===== src/rtl/uwire_pkg.sv =====
package uwire_pkg;

  localparam int FRAME_W = 10;
  localparam int ADDR_W  = 6;

  typedef enum logic [2:0] {
    ST_IDLE,
    ST_SETUP,
    ST_SHOUT,
    ST_SHIN,
    ST_TAIL,
    ST_REL,
    ST_POLL
  } uw_state_e;

  // command frame for an opcode; address sits in the low bits
  function automatic logic [FRAME_W-1:0] uw_frame(input logic [2:0] op,
                                                 input logic [ADDR_W-1:0] a);
    logic [FRAME_W-1:0] f;
    case (op)
      3'd0:    f = 10'h180 | {4'b0, a};
      3'd1:    f = 10'h140 | {4'b0, a};
      3'd2:    f = 10'h1C0 | {4'b0, a};
      3'd3:    f = 10'h110;
      3'd4:    f = 10'h120;
      3'd5:    f = 10'h130;
      default: f = 10'h100;
    endcase
    return f;
  endfunction

  function automatic logic uw_has_wdata(input logic [2:0] op);
    return (op == 3'd1) || (op == 3'd3);
  endfunction

  function automatic logic uw_needs_poll(input logic [2:0] op);
    return (op >= 3'd1) && (op <= 3'd4);
  endfunction

endpackage


===== src/rtl/uwire_tick.sv =====
module uwire_tick #(
  parameter int DIV_W = 8
) (
  input  logic             clk,
  input  logic             rst_n,
  input  logic             run,
  input  logic [DIV_W-1:0] div,
  output logic             tick
);
  logic [DIV_W-1:0] cnt;

  assign tick = run && (cnt == div);

  always_ff @(posedge clk) begin
    if (!rst_n)             cnt <= '0;
    else if (!run || tick)  cnt <= '0;
    else                    cnt <= cnt + 1'b1;
  end
endmodule


===== src/rtl/uwire_poll.sv =====
module uwire_poll #(
  parameter int LIMIT = 1024
) (
  input  logic clk,
  input  logic rst_n,
  input  logic active,
  input  logic tick,
  input  logic ready,
  output logic expired
);
  localparam int CW = $clog2(LIMIT + 1);
  logic [CW-1:0] cnt;

  assign expired = active && tick && !ready && (cnt == CW'(LIMIT - 1));

  always_ff @(posedge clk) begin
    if (!rst_n)                              cnt <= '0;
    else if (!active)                        cnt <= '0;
    else if (tick && cnt != CW'(LIMIT))      cnt <= cnt + 1'b1;
  end
endmodule


===== src/rtl/uwire_seq.sv =====
module uwire_seq
  import uwire_pkg::*;
#(
  parameter int DATA_W = 16
) (
  input  logic              clk,
  input  logic              rst_n,
  input  logic              req_fire,
  input  logic [2:0]        req_op,
  input  logic [ADDR_W-1:0] req_addr,
  input  logic [DATA_W-1:0] req_wdata,
  input  logic              tick,
  input  logic              poll_exp,
  input  logic              ee_do,
  output uw_state_e         st,
  output logic              ee_cs,
  output logic              ee_sk,
  output logic              ee_di,
  output logic [DATA_W-1:0] rdata,
  output logic              done,
  output logic              err
);
  localparam int SR_W  = FRAME_W + DATA_W;
  localparam int CNT_W = $clog2(SR_W + 1);

  logic [SR_W-1:0]   out_sr;
  logic [DATA_W-1:0] in_sr;
  logic [CNT_W-1:0]  bcnt, nbits;
  logic [1:0]        sub;
  logic              is_read, poll_pend;

  assign ee_cs = (st == ST_SHOUT) || (st == ST_SHIN) || (st == ST_TAIL) || (st == ST_POLL);
  assign ee_sk = ((st == ST_SHOUT) || (st == ST_SHIN)) && (sub == 2'd1);
  assign ee_di = (st == ST_SHOUT) && out_sr[SR_W-1];

  always_ff @(posedge clk) begin
    if (!rst_n) begin
      st        <= ST_IDLE;
      out_sr    <= '0;
      in_sr     <= '0;
      bcnt      <= '0;
      nbits     <= '0;
      sub       <= '0;
      is_read   <= 1'b0;
      poll_pend <= 1'b0;
      rdata     <= '0;
      done      <= 1'b0;
      err       <= 1'b0;
    end else begin
      done <= 1'b0;
      if (st == ST_IDLE) begin
        if (req_fire) begin
          st        <= ST_SETUP;
          out_sr    <= {uw_frame(req_op, req_addr), req_wdata};
          nbits     <= uw_has_wdata(req_op) ? CNT_W'(SR_W) : CNT_W'(FRAME_W);
          is_read   <= (req_op == 3'd0);
          poll_pend <= uw_needs_poll(req_op);
          bcnt      <= '0;
          sub       <= '0;
          err       <= 1'b0;
        end
      end else if (tick) begin
        case (st)
          ST_SETUP: begin
            st  <= ST_SHOUT;
            sub <= '0;
          end
          ST_SHOUT: begin
            if (sub == 2'd0) sub <= 2'd1;
            else begin
              sub    <= 2'd0;
              out_sr <= out_sr << 1;
              if (bcnt == nbits - 1'b1) begin
                bcnt <= '0;
                st   <= is_read ? ST_SHIN : ST_TAIL;
              end else begin
                bcnt <= bcnt + 1'b1;
              end
            end
          end
          ST_SHIN: begin
            if (sub != 2'd2) sub <= sub + 1'b1;
            else begin
              sub   <= 2'd0;
              in_sr <= {in_sr[DATA_W-2:0], ee_do};
              if (bcnt == CNT_W'(DATA_W - 1)) begin
                rdata <= {in_sr[DATA_W-2:0], ee_do};
                bcnt  <= '0;
                st    <= ST_REL;
              end else begin
                bcnt <= bcnt + 1'b1;
              end
            end
          end
          ST_TAIL: st <= ST_REL;
          ST_REL: begin
            if (poll_pend) begin
              poll_pend <= 1'b0;
              st        <= ST_POLL;
            end else begin
              st   <= ST_IDLE;
              done <= 1'b1;
            end
          end
          ST_POLL: begin
            if (ee_do) st <= ST_REL;
            else if (poll_exp) begin
              err <= 1'b1;
              st  <= ST_REL;
            end
          end
          default: st <= ST_IDLE;
        endcase
      end
    end
  end
endmodule


===== src/rtl/uwire_eeprom_master.sv =====
module uwire_eeprom_master
  import uwire_pkg::*;
#(
  parameter int DATA_W     = 16,
  parameter int DIV_W      = 8,
  parameter int POLL_LIMIT = 1024
) (
  input  logic              clk,
  input  logic              rst_n,
  input  logic [DIV_W-1:0]  clk_div,
  input  logic              req_valid,
  output logic              req_ready,
  input  logic [2:0]        req_op,
  input  logic [5:0]        req_addr,
  input  logic [DATA_W-1:0] req_wdata,
  output logic [DATA_W-1:0] rsp_rdata,
  output logic              done,
  output logic              busy,
  output logic              err_timeout,
  output logic              ee_cs,
  output logic              ee_sk,
  output logic              ee_di,
  input  logic              ee_do
);
  uw_state_e        st;
  logic [DIV_W-1:0] div_q;
  logic             tick, poll_exp, req_fire, in_poll;

  assign req_ready = (st == ST_IDLE);
  assign busy      = !req_ready;
  assign req_fire  = req_valid && req_ready;
  assign in_poll   = (st == ST_POLL);

  always_ff @(posedge clk) begin
    if (!rst_n)        div_q <= '0;
    else if (req_fire) div_q <= clk_div;
  end

  uwire_tick #(.DIV_W(DIV_W)) u_tick (
    .clk(clk), .rst_n(rst_n), .run(busy), .div(div_q), .tick(tick)
  );

  uwire_poll #(.LIMIT(POLL_LIMIT)) u_poll (
    .clk(clk), .rst_n(rst_n), .active(in_poll), .tick(tick),
    .ready(ee_do), .expired(poll_exp)
  );

  uwire_seq #(.DATA_W(DATA_W)) u_seq (
    .clk(clk), .rst_n(rst_n), .req_fire(req_fire), .req_op(req_op),
    .req_addr(req_addr), .req_wdata(req_wdata), .tick(tick),
    .poll_exp(poll_exp), .ee_do(ee_do), .st(st), .ee_cs(ee_cs),
    .ee_sk(ee_sk), .ee_di(ee_di), .rdata(rsp_rdata), .done(done),
    .err(err_timeout)
  );
endmodule


===== config.mk =====
export PLATFORM = sky130hd
export DESIGN_NAME = uwire_eeprom_master
export DESIGN_NICKNAME = d
export VERILOG_FILES = /design/src/rtl/uwire_pkg.sv /design/src/rtl/uwire_tick.sv /design/src/rtl/uwire_poll.sv /design/src/rtl/uwire_seq.sv /design/src/rtl/uwire_eeprom_master.sv
export SDC_FILE = /design/constraint.sdc
export NUM_CORES = 1
export LEC_CHECK = 0
export BUFFER_PORTS_ARGS = -buffer_cell sky130_fd_sc_hd__buf_2
export CAP_MARGIN = 30
export CORE_UTILIZATION = 46
export DETAILED_ROUTE_END_ITERATION = 8
export PLACE_DENSITY = 0.63
export SKIP_CTS_REPAIR_TIMING = 1
export SKIP_LAST_GASP = 1
export SLEW_MARGIN = 40
export SYNTH_ARGS = -nofsm -noshare
export SYNTH_HDL_FRONTEND = slang
export SYNTH_SLANG_ARGS = --single-unit
export TNS_END_PERCENT = 1

===== constraint.sdc =====
create_clock -name clk -period 2.76 [get_ports clk]
set_input_delay 0.138 -clock clk [delete_from_list [all_inputs] [get_ports clk]]
set_output_delay 0.138 -clock clk [all_outputs]
set_load 0.1 [all_outputs]

==> results.tsv <==
metric	value	unit
Critical Path End Type	flip-flop	
Area Growth Syn to Fin	13.8	%
reg2reg path depth	6	
Logic pwr share	38.3	%
crit path DAT	2.49	ns
number of remaining DRC errors	0	
GRT Overall Usage	20.2	%
Core ar.	9420	um2
synthesized area per cell	8.56	um2
largest area contributor in the netlist	dfxtp_1	
final WL	9.71	mm
port bufs	59	
insertion delay to the later sink of the worst-skew pair	0.36	ns
RSZ-0062 raised after global routing	no	
Iteration-0 DRC Markers	200	
PwrDens	838	nW/um2
synth top area cells	dfxtp_1 (44%), mux2i_1 (8.1%), nor2_1 (6.3%), nand2_1 (5.7%), a21oi_1 (3.4%)	
Peak VDD IR	0.000651	V
Area after DPL	4960	um2
FP Rows	35	
clock transition at the registers of the reported paths	0.09	ns
number of CTS-inserted buffers	9	
Synth Warn #	0	
final number of setup-violating endpoints	0	
Initial Utilization	48.3	%
endpoints failing hold	0	
routing usage on met1	26.0	%
Cell Int Power	2.52	mW
HPWL after DPL	6.68	mm
global route hottest layer	met2	
Hold Path Class	in2reg	
# IOs	60	
skew final	0.00949	ns
P_sw	1.81	mW
vias in the first global route	3608	
total grt overflow	0	
CTS Root Cell	clkbuf_8	
status	finished, final reports clean	
fin area	5170	um2
post-synthesis sequential area ratio	44.0	%
largest net degree at the start of global routing	47	
most common cell in the netlist	dfxtp_1	
Net Sw Frac	41.9	%
FILL cells	888	
clk buf depth	2	
Crit Path Max Fanout	46	
Multi-input gate area	2340	um2
max-slew violation count	0	
WS Path Type	reg2reg	
Post-Syn Area	4550	um2
Crit path required time	3.02	ns
post-synthesis async set-or-reset flop share	0	%
Post-Syn Instances	531	
fraction of layout cells with a size suffix above 1	17.9	%
die footprint	10300	um2
dpl cells	697	
Mapped Nets	574	
post-route clock period utilization	80.9	%
n_diodes	0	
drt first pass iters	4	
Worst Tran Pin Value	0.654	ns
register area	2000	um2
TritonCTS sink count	100	
Die Width	101	um
NumNets Final	625	
hold_ws	0.0102	ns
top cell type's share of synthesized area	44.0	%
crit path launch type	flip-flop	
Leak Pwr	2.23	nW
max_cap viols	0	
CTS tree	yes	
GR met2 Demand/Resource	33.5	%
Slew HR	56.2	%
Main synth FF type	dfxtp_1	
final antenna-violating net count	0	
total number of vias	3883	
#FFs+latches synth	100	
first-pass GRT wire length	16.5	mm
wire length per cell	13.6	um
worst slack, placed	0.543	ns
DR vias/cell	5.42	
final cell count without fillers	716	
WHS Path Cells	3	
number of flops mapped to enable cells by yosys	0	
Die Y	101	um
Clock power frac	20.2	%
setup TNS	0	ns
# H-tree levels	3	
Seq pwr share	41.5	%
clock period minus final worst setup slack	2.23	ns
Highest Clock Rate	0.448	GHz
distinct cell type count after synthesis	55	
met3 Track Usage GR	5.24	%
most frequent cells after synthesis	dfxtp_1 (100), nor2_1 (76), nand2_1 (69)	
PnR worst setup slack	0.527	ns
routability congestion estimate	0.831	
initial antenna violation count	0	
## flip-flops by register name, summed over array words and instances, names as in the netlist
register         cells
u_seq.in_sr         15
u_seq.st             3
u_seq.is_read        1
u_seq.nbits          2
u_seq.sub            2
u_seq.poll_pend      1
u_seq.done           1
u_seq.out_sr        26
u_seq.err            1
u_seq.bcnt           5
u_seq.rdata         16
u_poll.cnt          11
u_tick.cnt           8
div_q                8
## area by class of cell
cell class / count / area share, %
clock inverters: 7 / 1.11
inverters: 11 / 0.798
multi-input cells: 384 / 45.3
repair buffers: 76 / 8.57
flip-flops and latches: 100 / 38.7
well taps: 129 / 3.12
clock buffers: 9 / 2.40
## critical path, stage by stage, from the launching register on
cell and delay, ns:
dfxtp_1 0.56, nand2b_1 0.28, nor3_1 0.46, a41o_1 0.28
buf_12 0.21, nor2_1 0.06, a311oi_1 0.26
## through the flow
step                      total power, mW  util, %
after detailed placement             3.49     52.7
after global placement               3.46     52.7
after CTS                            4.37     54.6
final                                4.33     54.9
after global routing                 4.65     54.9
after floorplan                      3.06        -
## power by group through the flow
stage               clock network, mW  logic [mW]  registers (mW)
global route                    0.973        1.85            1.83
global placement                    0        1.64            1.82
detailed placement                  0        1.66            1.83
CTS                             0.909        1.67            1.80
finish                          0.877        1.66            1.80
floorplan                           0        1.29            1.77
## placed cells by master (no fill, tap or decap), drive strengths merged, types with 3 or more instances in the layout
master       netlist  final
dfxtp            100    100
nor2              76     76
buf               13     73
nand2             69     69
mux2i             37     37
a21oi             31     31
nand3             18     18
a311oi            16     16
xor2              14     14
inv               11     14
o21ai             11     11
clkbuf            23      9
nor3               9      9
nand4              8      8
a211oi             8      8
a31oi              6      6
or2                6      6
ha                 6      6
or4                6      6
nand2b             5      5
xnor2              5      5
nor2b              5      5
nor4               5      5
o31ai              4      4
a22oi              4      4
o211ai             3      3
dlygate4sd3        0      3
## layer usage
| layer | up-vias | wire, um |
|---|---|---|
| li1 | 1976 | - |
| met1 | 1816 | 4570 |
| met2 | 79 | 4590 |
| met3 | 12 | 402 |
| met4 | 0 | 142 |
| met5 | - | 0 |
## path summary, 6_finish.rpt
path,start,to,slack [ns]
setup / recovery,u_seq.st[1],u_seq.out_sr[6],0.53
hold / removal,clk_div[2],div_q[2],0.01
setup reg to reg,u_seq.st[1],u_seq.out_sr[6],0.53
hold reg to reg,u_seq.out_sr[0],u_seq.out_sr[0],0.47
## cell families (layout without fill, tap and decap cells)
group | count (synthesis) | after routing | share of synthesized area (%)
buffers and inverters | 47 | 103 | 4.54
XOR/XNOR | 19 | 19 | 3.66
multiplexers | 37 | 37 | 8.15
AO/OA/AOI/OAI | 97 | 97 | 14.4
AND/OR/NAND/NOR | 225 | 225 | 23.6
flip-flops | 100 | 100 | 44.0
adder cells (fa/ha/maj) | 6 | 6 | 1.65
(Power assumes the default switching activity.)
